--- src/rtl/ccd_seq_pkg.sv ---
// Shared types for the CCD clock sequencer.
// Assumes nothing beyond SystemVerilog 2017 enum support.
package ccd_seq_pkg;

    // Frame stages, in execution order after idle.
    typedef enum logic [2:0] {
        ST_IDLE,
        ST_INTEG,
        ST_VA,
        ST_VB,
        ST_VC,
        ST_SETUP,
        ST_PIX
    } stage_t;

    // Pixel region tag encoding seen at the top-level port.
    typedef enum logic [1:0] {
        RG_NONE  = 2'b00,
        RG_DARK  = 2'b01,
        RG_IMAGE = 2'b10
    } region_t;

endpackage

--- src/rtl/ccd_frame_fsm.sv ---
// Frame stage controller: integration, three-step vertical transfer,
// settling wait and pixel section for each line, repeated LINES times.
// Assumes INT_W >= CNT_W. A zero duration behaves as one cycle.
// The pixel section ends when the pixel engine reports its last cycle.
module ccd_frame_fsm
    import ccd_seq_pkg::*;
#(
    parameter int INT_W = 24,
    parameter int CNT_W = 16,
    parameter int LINES = 520
) (
    input  logic             clk,
    input  logic             rst_n,
    input  logic             start_i,
    input  logic [INT_W-1:0] int_len_i,
    input  logic [CNT_W-1:0] vpw_i,
    input  logic [CNT_W-1:0] hset_i,
    input  logic             pix_done_i,
    output stage_t           stage_o,
    output logic             accept_o,
    output logic             pix_start_o,
    output logic             busy_o
);

    localparam int LINE_W = (LINES > 1) ? $clog2(LINES) : 1;
    localparam logic [LINE_W-1:0] LAST_LINE = LINE_W'(LINES - 1);

    stage_t             stage_q;
    logic [INT_W-1:0]   cnt_q;
    logic [LINE_W-1:0]  line_q;
    logic [CNT_W-1:0]   vpw_q;
    logic [CNT_W-1:0]   hset_q;
    logic               cnt_zero;

    // Converts a duration into a down-counter preload (zero acts as one).
    function automatic logic [INT_W-1:0] span(input logic [INT_W-1:0] n);
        return (n == '0) ? '0 : n - 1'b1;
    endfunction

    assign cnt_zero    = (cnt_q == '0);
    assign accept_o    = start_i && (stage_q == ST_IDLE);
    assign pix_start_o = (stage_q == ST_SETUP) && cnt_zero;
    assign busy_o      = (stage_q != ST_IDLE);
    assign stage_o     = stage_q;

    // Latches per-frame durations when a start is accepted.
    always_ff @(posedge clk) begin
        if (!rst_n) begin
            vpw_q  <= '0;
            hset_q <= '0;
        end else if (accept_o) begin
            vpw_q  <= vpw_i;
            hset_q <= hset_i;
        end
    end

    // Advances through the frame stages using one shared down-counter.
    always_ff @(posedge clk) begin
        if (!rst_n) begin
            stage_q <= ST_IDLE;
            cnt_q   <= '0;
            line_q  <= '0;
        end else begin
            unique case (stage_q)
                ST_IDLE: begin
                    if (start_i) begin
                        stage_q <= ST_INTEG;
                        cnt_q   <= span(int_len_i);
                        line_q  <= '0;
                    end
                end
                ST_INTEG: begin
                    if (cnt_zero) begin
                        stage_q <= ST_VA;
                        cnt_q   <= span(INT_W'(vpw_q));
                    end else begin
                        cnt_q <= cnt_q - 1'b1;
                    end
                end
                ST_VA: begin
                    if (cnt_zero) begin
                        stage_q <= ST_VB;
                        cnt_q   <= span(INT_W'(vpw_q));
                    end else begin
                        cnt_q <= cnt_q - 1'b1;
                    end
                end
                ST_VB: begin
                    if (cnt_zero) begin
                        stage_q <= ST_VC;
                        cnt_q   <= span(INT_W'(vpw_q));
                    end else begin
                        cnt_q <= cnt_q - 1'b1;
                    end
                end
                ST_VC: begin
                    if (cnt_zero) begin
                        stage_q <= ST_SETUP;
                        cnt_q   <= span(INT_W'(hset_q));
                    end else begin
                        cnt_q <= cnt_q - 1'b1;
                    end
                end
                ST_SETUP: begin
                    if (cnt_zero) begin
                        stage_q <= ST_PIX;
                    end else begin
                        cnt_q <= cnt_q - 1'b1;
                    end
                end
                ST_PIX: begin
                    if (pix_done_i) begin
                        if (line_q == LAST_LINE) begin
                            stage_q <= ST_IDLE;
                        end else begin
                            stage_q <= ST_VA;
                            cnt_q   <= span(INT_W'(vpw_q));
                            line_q  <= line_q + 1'b1;
                        end
                    end
                end
                default: stage_q <= ST_IDLE;
            endcase
        end
    end

endmodule

--- src/rtl/ccd_pixel_engine.sv ---
// Pixel-rate timing: free-running phase counter, pixel count within a
// line, horizontal phase 2, reset clock, region tag and sample strobes.
// Assumes rst_w + smp_off < period so that both strobes fall inside a period.
// The period is clamped to at least two cycles when it is latched.
module ccd_pixel_engine
    import ccd_seq_pkg::*;
#(
    parameter int CNT_W        = 16,
    parameter int PIX_PER_LINE = 530,
    parameter int LEAD_DARK    = 8,
    parameter int TRAIL_DARK   = 10,
    parameter int DEF_PIX      = 10,
    parameter int DEF_RST      = 2,
    parameter int DEF_OFF      = 1
) (
    input  logic             clk,
    input  logic             rst_n,
    input  logic             load_i,
    input  logic [CNT_W-1:0] pix_per_i,
    input  logic [CNT_W-1:0] rst_w_i,
    input  logic [CNT_W-1:0] smp_off_i,
    input  logic             pix_start_i,
    output logic             h2_o,
    output logic             r_o,
    output region_t          region_o,
    output logic             ref_smp_o,
    output logic             dat_smp_o,
    output logic             pix_done_o
);

    localparam int LAST_PC   = PIX_PER_LINE + 1;
    localparam int PC_W      = $clog2(LAST_PC + 1);
    localparam int FIRST_IMG = LEAD_DARK + 1;
    localparam int LAST_IMG  = PIX_PER_LINE - TRAIL_DARK;

    logic [CNT_W-1:0] per_q, rw_q, off_q, ph_q, half;
    logic [CNT_W:0]   ref_at;
    logic [PC_W-1:0]  pc_q;
    logic             wrap, shifting;

    assign wrap     = (ph_q >= per_q - 1'b1);
    assign half     = per_q >> 1;
    assign ref_at   = {1'b0, rw_q} + {1'b0, off_q};
    assign shifting = (pc_q != '0) && (pc_q <= PC_W'(PIX_PER_LINE));

    // Latches the pixel-rate settings for the coming frame.
    always_ff @(posedge clk) begin
        if (!rst_n) begin
            per_q <= CNT_W'(DEF_PIX);
            rw_q  <= CNT_W'(DEF_RST);
            off_q <= CNT_W'(DEF_OFF);
        end else if (load_i) begin
            per_q <= (pix_per_i < CNT_W'(2)) ? CNT_W'(2) : pix_per_i;
            rw_q  <= rst_w_i;
            off_q <= smp_off_i;
        end
    end

    // Phase within the pixel period; runs always, restarts at a line's first pixel.
    always_ff @(posedge clk) begin
        if (!rst_n) begin
            ph_q <= '0;
        end else if (pix_start_i || wrap) begin
            ph_q <= '0;
        end else begin
            ph_q <= ph_q + 1'b1;
        end
    end

    // Pixel count within the line: 0 outside the pixel section, then 1..LAST_PC.
    always_ff @(posedge clk) begin
        if (!rst_n) begin
            pc_q <= '0;
        end else if (pix_start_i) begin
            pc_q <= PC_W'(1);
        end else if ((pc_q != '0) && wrap) begin
            pc_q <= (pc_q == PC_W'(LAST_PC)) ? '0 : pc_q + 1'b1;
        end
    end

    // Region decode of the current pixel count.
    always_comb begin
        if (!shifting) begin
            region_o = RG_NONE;
        end else if ((pc_q >= PC_W'(FIRST_IMG)) && (pc_q <= PC_W'(LAST_IMG))) begin
            region_o = RG_IMAGE;
        end else begin
            region_o = RG_DARK;
        end
    end

    assign h2_o       = shifting && (ph_q >= half);
    assign r_o        = (ph_q < rw_q);
    assign ref_smp_o  = (region_o != RG_NONE) && ({1'b0, ph_q} == ref_at);
    assign dat_smp_o  = (region_o != RG_NONE) && wrap;
    assign pix_done_o = (pc_q == PC_W'(LAST_PC)) && wrap;

endmodule

--- src/rtl/ccd_gate_steer.sv ---
// Split last-gate steering: routes horizontal phase 2 onto the gate of the
// selected output amplifier and parks the other gate low.
// The select is captured only on frame acceptance.
module ccd_gate_steer #(
    parameter int NUM_AMPS = 2
) (
    input  logic                clk,
    input  logic                rst_n,
    input  logic                load_i,
    input  logic                sel_i,
    input  logic                h2_i,
    output logic [NUM_AMPS-1:0] gate_o,
    output logic                sel_q_o
);

    logic sel_q;

    // Captures the amplifier select at frame start.
    always_ff @(posedge clk) begin
        if (!rst_n) begin
            sel_q <= 1'b0;
        end else if (load_i) begin
            sel_q <= sel_i;
        end
    end

    for (genvar g = 0; g < NUM_AMPS; g++) begin : g_gate
        assign gate_o[g] = h2_i && (sel_q == 1'(g));
    end

    assign sel_q_o = sel_q;

endmodule

--- src/rtl/ccd_clock_sequencer.sv ---
// Top level of the CCD readout clock sequencer. Ties the frame controller,
// pixel engine and gate steering together and decodes the vertical phases.
// All outputs are decoded from registered state; no input reaches an output
// combinationally except through a clock edge.
module ccd_clock_sequencer
    import ccd_seq_pkg::*;
#(
    parameter int INT_W        = 24,
    parameter int CNT_W        = 16,
    parameter int LINES        = 520,
    parameter int PIX_PER_LINE = 530,
    parameter int LEAD_DARK    = 8,
    parameter int TRAIL_DARK   = 10,
    parameter int DEF_PIX      = 10,
    parameter int DEF_RST      = 2,
    parameter int DEF_OFF      = 1
) (
    input  logic             clk,
    input  logic             rst_n,
    input  logic             start_i,
    input  logic [INT_W-1:0] int_len_i,
    input  logic [CNT_W-1:0] vpw_i,
    input  logic [CNT_W-1:0] hset_i,
    input  logic [CNT_W-1:0] pix_per_i,
    input  logic [CNT_W-1:0] rst_w_i,
    input  logic [CNT_W-1:0] smp_off_i,
    input  logic             amp_sel_i,
    output logic             v1_o,
    output logic             v2_o,
    output logic             h1_o,
    output logic             h2_o,
    output logic             h21_o,
    output logic             h22_o,
    output logic             r_o,
    output logic [1:0]       region_o,
    output logic             ref_smp_o,
    output logic             dat_smp_o,
    output logic             busy_o
);

    stage_t     stage;
    region_t    region;
    logic       accept, pix_start, pix_done, h2_raw, amp_q;
    logic [1:0] gates;

    ccd_frame_fsm #(
        .INT_W (INT_W),
        .CNT_W (CNT_W),
        .LINES (LINES)
    ) fsm_i (
        .clk         (clk),
        .rst_n       (rst_n),
        .start_i     (start_i),
        .int_len_i   (int_len_i),
        .vpw_i       (vpw_i),
        .hset_i      (hset_i),
        .pix_done_i  (pix_done),
        .stage_o     (stage),
        .accept_o    (accept),
        .pix_start_o (pix_start),
        .busy_o      (busy_o)
    );

    ccd_pixel_engine #(
        .CNT_W        (CNT_W),
        .PIX_PER_LINE (PIX_PER_LINE),
        .LEAD_DARK    (LEAD_DARK),
        .TRAIL_DARK   (TRAIL_DARK),
        .DEF_PIX      (DEF_PIX),
        .DEF_RST      (DEF_RST),
        .DEF_OFF      (DEF_OFF)
    ) pix_i (
        .clk         (clk),
        .rst_n       (rst_n),
        .load_i      (accept),
        .pix_per_i   (pix_per_i),
        .rst_w_i     (rst_w_i),
        .smp_off_i   (smp_off_i),
        .pix_start_i (pix_start),
        .h2_o        (h2_raw),
        .r_o         (r_o),
        .region_o    (region),
        .ref_smp_o   (ref_smp_o),
        .dat_smp_o   (dat_smp_o),
        .pix_done_o  (pix_done)
    );

    ccd_gate_steer #(
        .NUM_AMPS (2)
    ) steer_i (
        .clk     (clk),
        .rst_n   (rst_n),
        .load_i  (accept),
        .sel_i   (amp_sel_i),
        .h2_i    (h2_raw),
        .gate_o  (gates),
        .sel_q_o (amp_q)
    );

    // Accumulation-mode vertical phases decoded from the stage.
    assign v1_o     = (stage == ST_VA) || (stage == ST_VC);
    assign v2_o     = (stage == ST_VB);
    assign h2_o     = h2_raw;
    assign h1_o     = !h2_raw;
    assign h21_o    = gates[0];
    assign h22_o    = gates[1];
    assign region_o = region;

endmodule

--- config.mk ---
export PLATFORM = sky130hd
export DESIGN_NAME = ccd_clock_sequencer
export DESIGN_NICKNAME = d
export VERILOG_FILES = /design/src/rtl/ccd_seq_pkg.sv /design/src/rtl/ccd_frame_fsm.sv /design/src/rtl/ccd_pixel_engine.sv /design/src/rtl/ccd_gate_steer.sv /design/src/rtl/ccd_clock_sequencer.sv
export SDC_FILE = /design/constraint.sdc
export NUM_CORES = 1
export LEC_CHECK = 0
export BUFFER_PORTS_ARGS = -buffer_cell sky130_fd_sc_hd__buf_2
export CAP_MARGIN = 20
export CORE_MARGIN = 5
export CORE_UTILIZATION = 60
export DETAILED_ROUTE_END_ITERATION = 10
export GPL_ROUTABILITY_DRIVEN = 0
export HOLD_SLACK_MARGIN = 0.03
export MAX_ROUTING_LAYER = met4
export PLACE_DENSITY = 0.83
export SLEW_MARGIN = 10
export SYNTH_ARGS = -nofsm -noshare
export SYNTH_HDL_FRONTEND = slang
export SYNTH_SLANG_ARGS = --single-unit
export TNS_END_PERCENT = 30
--- constraint.sdc ---
create_clock -name clk -period 11.78 [get_ports clk]
set_clock_uncertainty 0.05 [all_clocks]
set_input_delay 0.589 -clock clk [delete_from_list [all_inputs] [get_ports clk]]
set_output_delay 0.589 -clock clk [all_outputs]
set_load 0.02 [all_outputs]
==> out/qor.yml, run 1 <==
cp_common_cell: "nand2_1"
async_flop_share: 0
arrival_ns: 4.77
wire_per_inst_um: 16.4
worstSetupStartpoint: "pix_i.per_q[2]$_SDFFE_PN0P_"
yosysWarnings: 0
r2r_end: "fsm_i.cnt_q[18]$_SDFFE_PN0P_"
die_y_um: 140
synth-seq-cells: 144
ys_top_cells_by_area: "dfxtp_1, ha_1, nand2_1, a21boi_0, xnor2_1"
synth_edf_count: 0
fin_area_um2: 11600
slowest_delay_ns: 0.69
first_global_vias: 9341
start_util: 0.613
ios: 120
final_antenna_net_count: 0
viasPerCell: 6.03
wl_um: 27300
worst_r2r_path_depth: 14
vias: 10000
p_clk_frac: 0.421
path_max_fanout: 11
fp.dieArea_um2: 19700
dp_hpwl_um: 20000
dp.cells: 1631
syn-num-nets: 1524
ys.flop_type: "dfxtp_1"
final_core_util: 0.695
num_antenna_cells: 0
layout-area-overhead-vs-synth_pct: 13.4
die_w_um: 140
fmax_mhz: 185
worst-path-stages: 13
drtIter0Drc: 921
critPathSlowestCell: "a21oi_1"
ctsResizeCount: 0
synth_area_um2: 10200
relSlewSlack: 0.278
hold_violations: 0
grt_max_degree: 124
syn_area_per_cell_um2: 7.60
worstMarginPinSlew_ns: 1.08
postCtsSetupBuffers: 0
post-route-min-period_ns: 5.41
synth.top_cell.area_share: 0.283
syn_inst: 1341
cts_buffers: 17
tns_ns: 0
gr-total-overflow: 0
seqPwrFrac: 0.381
yosysUniqueCellTypes: 78
cp-start-kind: "flop"
yosysTopAreaCell: "dfxtp_1"
r2r-start: "pix_i.per_q[2]$_SDFFE_PN0P_"
path_class: "reg2out"
final_cell_count_no_fill: 1664
crit_chain: "or4_1 > nor2_1 > nand2_1 > nor4_1 > nand2_1 > xnor2_1 > ha_1 > nand4_1 > or3_1 > o32a_1 > a21oi_1 > a21boi_0 > buf_2"
critPathRequiredTime_ns: 11.14
drc: 0
leakage_uw: 0.00480
power.share.switching: 0.287
grt_pass1_wl_um: 45500
drv_slew: 0
finalSetupViolCount: 0
postPlaceCellArea_um2: 10900
fillers: 1305
seqCellArea_um2: 2880
p_comb_frac: 0.199
final_nets: 1615
crit_family: "simple AND/OR/NAND/NOR gates"
clk_pin_slew_ns: 0.06
root_buffer: "clkbuf_16"
rrSetupSlack_ns: 6.68
synth_seq_area_share: 0.283
grt_usage: 0.284
core_um2: 16600
clockBufferDepth: 2
drive_gt1_frac: 0.123
multi_input_area_um2: 6890
hp-class: "in2reg"
port_buffers: 119
cts-hold-fix-buffers: 0
cts_tree: "yes"
synth_commonest_cells: "nand2_1, dfxtp_1, nor2_1, a21boi_0, ha_1"
power_density_nw_per_um2: 124
antenna_found_initial: 0
path_buf_inv: 1
p_sw_uw: 412
synth.most_common_cell: "nand2_1"
rsz0062_at_grt: "false"
p_int_uw: 1020
drt_first_pass_iters: 7
num_rows: 47
maxCapViolations: 0
htree_levels: 4
max-vdd-ir-drop_mv: 0.110
clock_sinks: 144
endpoint: "dat_smp_o"
status: "finished clean"
cp-end-kind: "output pin"
clk_latency_ns: 0.43
post-route-period-util: 0.459
[kinds of logic (layout without fill, tap and decap cells)]
logic type	count (synthesis)	count (layout)	share of synthesized area
and+or+nand+nor	580	580	0.269
AOI/OAI and AO/OA	312	312	0.211
DFF	144	144	0.283
buffers and inverters	112	215	0.0423
xor gates and xnor gates	109	109	0.0936
adders and majority gates	75	75	0.0928
muxes	9	9	0.00920
[worst min-delay path by stage]
stage | cells after the start | slack [ns] | from | to
after floorplan | 2 | 0.39 | pix_i.per_q[14]$_SDFFE_PN0P_ | pix_i.per_q[14]$_SDFFE_PN0P_
after global placement | 2 | 0.41 | fsm_i.cnt_q[23]$_SDFFE_PN0P_ | fsm_i.cnt_q[23]$_SDFFE_PN0P_
after detailed placement | 2 | 0.42 | pix_i.off_q[13]$_SDFFE_PN0P_ | pix_i.off_q[13]$_SDFFE_PN0P_
after CTS | 3 | 0.33 | smp_off_i[0] | pix_i.off_q[0]$_SDFFE_PN1P_
after global routing | 3 | 0.34 | smp_off_i[0] | pix_i.off_q[0]$_SDFFE_PN1P_
final | 3 | 0.33 | smp_off_i[0] | pix_i.off_q[0]$_SDFFE_PN1P_
[power by group through the flow]
stage | logic [uW] | registers, uW | clock network [uW]
after floorplan | 203 | 546 | 0
after global placement | 272 | 555 | 0
after detailed placement | 277 | 555 | 0
after CTS | 281 | 545 | 603
after global routing | 317 | 550 | 631
final | 285 | 546 | 603
[sequential cells by signal, summed over array words and instances (netlist names)]
| signal | count |
|---|---|
| fsm_i.line_q | 10 |
| fsm_i.vpw_q | 16 |
| pix_i.rw_q | 16 |
| fsm_i.cnt_q | 24 |
| pix_i.ph_q | 16 |
| steer_i.sel_q_o | 1 |
| pix_i.off_q | 16 |
| pix_i.pc_q | 10 |
| fsm_i.hset_q | 16 |
| fsm_i.stage_o | 3 |
| pix_i.per_q | 16 |
[area by class of cell]
class,count,area share
clock buffer,22,0.0410
clock inverter,9,0.0156
inverter,58,0.0188
multi-input combinational,1085,0.596
sequential,144,0.249
tap,220,0.0238
timing repair buffer,126,0.0558
[worst register-to-register path, cell delays in order (launching register included)]
cell and delay, ns:
dfxtp_1 0.36, or4_1 0.58, nor2_1 0.14, nand2_1 0.10
nor4_1 0.47, nand2_1 0.16, xnor2_1 0.17, ha_1 0.32
nand4_1 0.14, or3_1 0.39, o32a_1 0.38, a21oi_2 0.29
o21a_1 0.87, o21ai_0 0.26, a32o_1 0.33
[metrics by stage]
| stage | setup WS, ns | power (uW) | hold slack (ns) |
|---|---|---|---|
| finish | 6.37 | 1430 | 0.327 |
| global route | 5.99 | 1500 | 0.343 |
| CTS | 6.39 | 1430 | 0.331 |
| detailed placement | 6.77 | 832 | 0.417 |
| global placement | 6.94 | 826 | 0.408 |
| floorplan | 7.24 | 749 | 0.393 |
[layout by cell type, fill, tap and decap left out, types with 9 or more instances in the layout]
cell | netlist | layout
nand2_1 | 239 | 238
nand3_1 | 35 | 35
nor3_1 | 41 | 41
inv_1 | 58 | 58
buf_2 | 9 | 119
a21boi_0 | 81 | 81
ha_1 | 74 | 74
nor2_1 | 119 | 119
xnor2_1 | 57 | 57
and2_1 | 15 | 14
dfxtp_1 | 144 | 144
o21ai_0 | 48 | 48
and3_1 | 17 | 17
o22ai_1 | 20 | 20
nor2b_1 | 10 | 10
xor2_1 | 52 | 52
o21a_1 | 9 | 9
a21oi_1 | 55 | 55
nor4_1 | 23 | 23
clkbuf_16 | 0 | 17
a21o_1 | 13 | 13
nand4_1 | 20 | 20
or4_1 | 10 | 10
[layer usage]
layer	up-vias	GRT usage	routed length [um]
li1	4922	-	-
met1	4588	0.363	12000
met2	454	0.453	12600
met3	65	0.0467	1890
met4	0	0.102	794
met5	-	-	0
Power figures use the tool's default switching activity.
==> inputs of run 2 (changes only) <==
- CORE_UTILIZATION: 60 -> 54
- PLACE_DENSITY: 0.83 -> 0.79
- clock period: 11.78 -> 4.8 ns (I/O delays scaled with it)
==> out/qor.yml, run 2 (synthesized netlist as in run 1, its figures left out) <==
status: "finished clean"
gr-total-overflow: 0  # unchanged
cts_tree: "yes"
max-vdd-ir-drop_mv: 0.252  # +130%
post-route-min-period_ns: 4.47
arrival_ns: 4.18  # -0.59 ns
dp.cells: 1651  # +1.2%
first_global_vias: 9691  # +3.7%
critPathSlowestCell: "or4_1"
p_int_uw: 2330  # +130%
cts_buffers: 17  # unchanged
clk_latency_ns: 0.43  # about the same
leakage_uw: 0.00501  # +4.2%
post-route-period-util: 0.931
hold_depth: 3  # unchanged
p_sw_uw: 1060  # +160%
die_y_um: 147  # +5.0%
place_worst_setup_slack_ns: 0.351  # -6.42 ns
holdPathEnd: "fsm_i.vpw_q[5]$_SDFFE_PN0P_"
seqPwrFrac: 0.396  # +0.015
worstSetupStartpoint: "pix_i.per_q[2]$_SDFFE_PN0P_"
postPlaceCellArea_um2: 11000  # +0.57%
hp-class: "in2reg"
crit_family: "simple AND/OR/NAND/NOR gates"
port_buffers: 119  # unchanged
htree_levels: 4  # unchanged
worstMarginPinSlew_ns: 1.04  # -0.0378 ns
layout_setup_ws_ns: 0.331  # -6.04 ns
worst_r2r_path_depth: 15  # +1
layout-area-overhead-vs-synth_pct: 18.6
power_density_nw_per_um2: 280  # +130%
die_w_um: 147  # +5.0%
relSlewSlack: 0.303  # +0.0252
ios: 120  # unchanged
final_cell_mix: "nand2_1, dfxtp_1, nor2_1, buf_2, a21boi_0"
fp.dieArea_um2: 21700  # +10%
wl_um: 28400  # +4.0%
core_um2: 18600  # +12%
r2r-start: "pix_i.per_q[2]$_SDFFE_PN0P_"
vias: 10300  # +2.3%
cp-end-kind: "output pin"
finalSetupViolCount: 0  # unchanged
drt_first_pass_iters: 5  # -2
clk_pin_slew_ns: 0.06  # about the same
p_comb_frac: 0.219  # +0.020
final_cell_count_no_fill: 1736  # +4.3%
p_clk_frac: 0.385  # -0.036
fillers: 1558  # +19%
hp-start: "vpw_i[5]"
dp_hpwl_um: 20600  # +2.5%
viasPerCell: 5.91  # -1.9%
final_core_util: 0.649  # -0.0459
critPathRequiredTime_ns: 4.51  # -6.63 ns
clockBufferDepth: 2  # unchanged
root_buffer: "clkbuf_16"
final_common_cell: "nand2_1"
path_class: "reg2out"
maxCapViolations: 0  # unchanged
wire_per_inst_um: 16.4  # -0.31%
grt_max_degree: 123  # -0.81%
start_util: 0.547  # -0.0658
drv_slew: 0  # unchanged
r2r_end: "fsm_i.cnt_q[0]$_SDFFE_PN0P_"
cp-start-kind: "flop"
grt_usage: 0.265  # -0.0188
num_antenna_cells: 0  # unchanged
tns_ns: 0  # unchanged
drtIter0Drc: 760  # -17%
crit_chain: "or4_1 > nor2_1 > nand2_1 > nor3_2 > nand2_1 > nor4_2 > xnor2_1 > ha_1 > nand4_1 > or3_1 > o32a_1 > a21oi_4 > a21boi_0 > buf_2"
slowest_delay_ns: 0.56  # -0.13 ns
path_buf_inv: 1  # unchanged
antenna_found_initial: 0  # unchanged
cp_common_cell: "nand2_1"
regMostFlops: "fsm_i.cnt_q"
fin_area_um2: 12100  # +4.6%
drc: 0  # unchanged
rsz0062_at_grt: "false"
final_antenna_net_count: 0  # unchanged
grt_pass1_wl_um: 46700  # +2.6%
path_max_fanout: 6  # -5
rrSetupSlack_ns: 0.39  # -6.29 ns
hold_violations: 0  # unchanged
power.share.switching: 0.313  # +0.0257
final_nets: 1672  # +3.5%
drive_gt1_frac: 0.126  # +0.00256
num_rows: 50  # +6.4%
fmax_mhz: 224
largest_reg_flops: 24  # unchanged
clock_sinks: 144  # unchanged
==> run 2: cell count changes in the layout (fill, tap and decap cells not counted), sizes merged <==
cell	delta
buf	+5
bufinv	-4
clkbuf	-4
clkinvlp	+3
dlygate4sd3	+53
inv	+5
==> run 2: layer usage <==
metal	vias to the layer above	track usage	routed length, um
li1	5039	-	-
met2	341	0.446	13800
met1	4815	0.323	12300
met5	-	-	0
met3	67	0.0365	1440
met4	0	0.103	919
==> run 2: power by group through the flow <==
stage / sequential [uW] / clock, uW / combinational, uW
floorplan: 1340 / 0 / 499
global placement: 1360 / 0 / 673
detailed placement: 1360 / 0 / 688
CTS: 1340 / 1310 / 727
global route: 1350 / 1360 / 819
finish: 1340 / 1300 / 740
==> run 2: repair_timing <==
item	in CTS	in global routing
hold endpoints to repair	52	1
hold buffers	52	1
setup endpoints to repair	0	2
resized for setup	0	5
setup buffers	0	0
==> run 2: layout make-up <==
type	instances	area, um2	area share
multi-input cells	1085	6920	0.572
flip-flops and latches	144	2880	0.238
repair buffers	183	1210	0.0999
clock buffers	19	453	0.0374
well taps	234	293	0.0242
inverters	58	218	0.0180
clock inverters	13	126	0.0104
==> run 2: per-stage QoR <==
stage	total power, uW	hold WS, ns
6_report	3390	0.0358
3_5_place_dp	2050	0.410
2_1_floorplan	1840	0.314
5_1_grt	3530	0.0364
3_3_place_gp	2040	0.410
4_1_cts	3380	0.0305
==> run 2: worst max-delay path by stage <==
| stage | end | slack, ns | cells after the start |
|---|---|---|---|
| floorplan | dat_smp_o | 0.61 | 14 |
| global route | dat_smp_o | 0.08 | 14 |
| detailed placement | fsm_i.line_q[5]$_SDFFE_PN0P_ | 0.35 | 15 |
| global placement | fsm_i.cnt_q[0]$_SDFFE_PN0P_ | 0.52 | 15 |
| CTS | dat_smp_o | 0.06 | 14 |
| finish | dat_smp_o | 0.33 | 14 |
==> run 2: worst min-delay path, stage by stage <==
cell      delay [ns]
buf_2           0.09
nand2_1         0.05
a21boi_0        0.08
==> inputs of run 3 (changes only) <==
- GPL_TIMING_DRIVEN: not set -> 1
- REMOVE_ABC_BUFFERS: not set -> 1
==> out/qor.yml, run 3 (synthesized netlist as in run 1, its figures left out) <==
hp-start: "rst_w_i[14]"
start_util: 0.547  # unchanged
cts_tree: "yes"
core_um2: 18600  # unchanged
num_rows: 50  # unchanged
path_class: "reg2out"
top_usage_layer: "met2"
use_met2: 0.390  # -0.0562
status: "finished clean"
cp-end-kind: "output pin"
drtIter0Drc: 921  # +21%
relSlewSlack: 0.310  # +0.00668
rrSetupSlack_ns: 0.29  # -0.10 ns
critPathSlowestCell: "or4_4"
grt_max_degree: 124  # +0.81%
finalSetupViolCount: 0  # unchanged
final_common_cell: "nand2_1"
met1_usage: 0.352  # +0.0298
layout-area-overhead-vs-synth_pct: 20.2
worstMarginPinSlew_ns: 1.01  # -0.0361 ns
viasPerCell: 5.83  # -1.4%
final_antenna_net_count: 0  # unchanged
root_buffer: "clkbuf_16"
die_y_um: 147  # unchanged
first_global_vias: 9440  # -2.6%
crit_chain: "or4_4 > nor2_2 > nand2_1 > nor3_2 > nand2_2 > nor4_4 > xnor2_1 > ha_1 > nand4_1 > or3_1 > o32a_1 > a21oi_2 > buf_6 > a21boi_1 > buf_4"
holdPathEnd: "pix_i.rw_q[14]$_SDFFE_PN0P_"
maxCapViolations: 0  # unchanged
multi_input_area_um2: 6930  # +0.22%
dp_hpwl_um: 19600  # -4.8%
antenna_found_initial: 0  # unchanged
arrival_ns: 4.30  # +0.12 ns
fin_area_um2: 12300  # +1.4%
fp.dieArea_um2: 21700  # unchanged
hold_violations: 0  # unchanged
wire_per_inst_um: 15.9  # -3.2%
r2r_end: "fsm_i.cnt_q[18]$_SDFFE_PN0P_"
use_met3: 0.0521  # +0.0156
power_density_nw_per_um2: 279  # -0.24%
fillers: 1549  # -0.58%
clock_sinks: 144  # unchanged
r2r-start: "pix_i.per_q[2]$_SDFFE_PN0P_"
num_antenna_cells: 0  # unchanged
worst_r2r_path_depth: 17  # +2
die_w_um: 147  # unchanged
final_nets: 1683  # +0.66%
port_buffers: 119  # unchanged
path_max_fanout: 9  # +3
drive_gt1_frac: 0.127  # +0.00107
wl_um: 27700  # -2.6%
total_power_uw: 3420  # +1.1%
drt_first_pass_iters: 6  # +1
post-route-min-period_ns: 4.59  # +0.121 ns
max-vdd-ir-drop_mv: 0.233  # -7.6%
hold_depth: 3  # unchanged
clockBufferDepth: 2  # unchanged
htree_levels: 4  # unchanged
cts_buffers: 17  # unchanged
clk_pin_slew_ns: 0.06  # about the same
slowest_delay_ns: 0.57  # about the same
post-route-period-util: 0.956  # +0.0252
cp-start-kind: "flop"
grt_pass1_wl_um: 45800  # -1.8%
regMostFlops: "fsm_i.cnt_q"
grt_usage: 0.257  # -0.00731
fmax_mhz: 218  # -2.6%
clk_latency_ns: 0.44  # about the same
leakage_uw: 0.00507  # +1.3%
final_cell_mix: "nand2_1, dfxtp_1, nor2_1, buf_2, a21boi_0"
seqCellArea_um2: 2880  # unchanged
ios: 120  # unchanged
critPathRequiredTime_ns: 4.51  # about the same
postPlaceCellArea_um2: 10900  # -0.15%
vias: 10200  # -0.81%
gr-total-overflow: 0  # unchanged
drv_slew: 0  # unchanged
drc: 0  # unchanged
largest_reg_flops: 24  # unchanged
hp-class: "in2reg"
-- run 3: cell types whose count changed in the layout (fill, tap and decap cells not counted), moves of 2 or more --
cell           change
buf_12             +2
dlygate4sd3_1     +12
buf_4              -3
inv_8              +4
clkinvlp_4         -2
clkbuf_8           -2
-- run 3: worst max-delay path by stage --
| stage | start | to | cells after the start |
|---|---|---|---|
| floorplan | pix_i.per_q[2]$_SDFFE_PN0P_ | fsm_i.cnt_q[17]$_SDFFE_PN0P_ | 15 |
| global placement | pix_i.per_q[2]$_SDFFE_PN0P_ | fsm_i.cnt_q[0]$_SDFFE_PN0P_ | 15 |
| detailed placement | pix_i.per_q[2]$_SDFFE_PN0P_ | fsm_i.cnt_q[18]$_SDFFE_PN0P_ | 16 |
| CTS | pix_i.per_q[2]$_SDFFE_PN0P_ | dat_smp_o | 15 |
| global route | pix_i.per_q[2]$_SDFFE_PN0P_ | dat_smp_o | 15 |
| finish | pix_i.per_q[2]$_SDFFE_PN0P_ | dat_smp_o | 15 |
-- run 3: stage by stage --
| step | instances | worst slack [ns] | util | hold WS (ns) | TNS, ns |
|---|---|---|---|---|---|
| 6_report | 1747 | 0.209 | 0.658 | 0.0338 | 0 |
| 5_1_grt | 1747 | -0.0910 | 0.658 | 0.0388 | -0.0910 |
| 4_1_cts | 1744 | 0.101 | 0.653 | 0.0332 | 0 |
| 3_5_place_dp | 1647 | 0.277 | 0.587 | 0.407 | 0 |
| 3_3_place_gp | 1647 | 0.520 | 0.587 | 0.403 | 0 |
| 2_1_floorplan | 1287 | 0.557 | - | 0.252 | 0 |
-- run 3: layout make-up --
| type | count | area share |
|---|---|---|
| multi-input cells | 1085 | 0.565 |
| clock inverters | 15 | 0.0131 |
| repair buffers | 194 | 0.110 |
| inverters | 58 | 0.0178 |
| flip-flops and latches | 144 | 0.235 |
| clock buffers | 17 | 0.0347 |
| well taps | 234 | 0.0239 |
-- run 3: repair_timing --
action,4_1_cts,5_1_grt
pin swaps,0,5
setup buffers,0,3
resized for setup,1,14
hold endpoints to repair,65,0
hold buffers,65,0
endpoints found under the setup margin,1,7
-- run 3: critical path: cells and delay by family (launching register included) --
kind            cells  cell delay [ns]
simple gates        8             1.96
compound gates      3             0.82
flops               1             0.37
buf+inv             2             0.32
fa+ha+maj           1             0.30
xor+xnor            1             0.10
-- run 3: report_power, final --
part / switching [uW] / internal [uW] / total (uW) / leakage, uW
Sequential: 78.8 / 1260 / 1340 / 0.00118
Combinational: 425 / 325 / 750 / 0.00361
Clock: 597 / 738 / 1340 / 0.000284
-- run 3: routing by layer --
metal,wire [um],vias to the layer above,part of all wire
met4,345,0,0.012
met2,12400,386,0.45
li1,-,5079,-
met3,2040,37,0.074
met5,0,-,0
met1,12900,4677,0.47
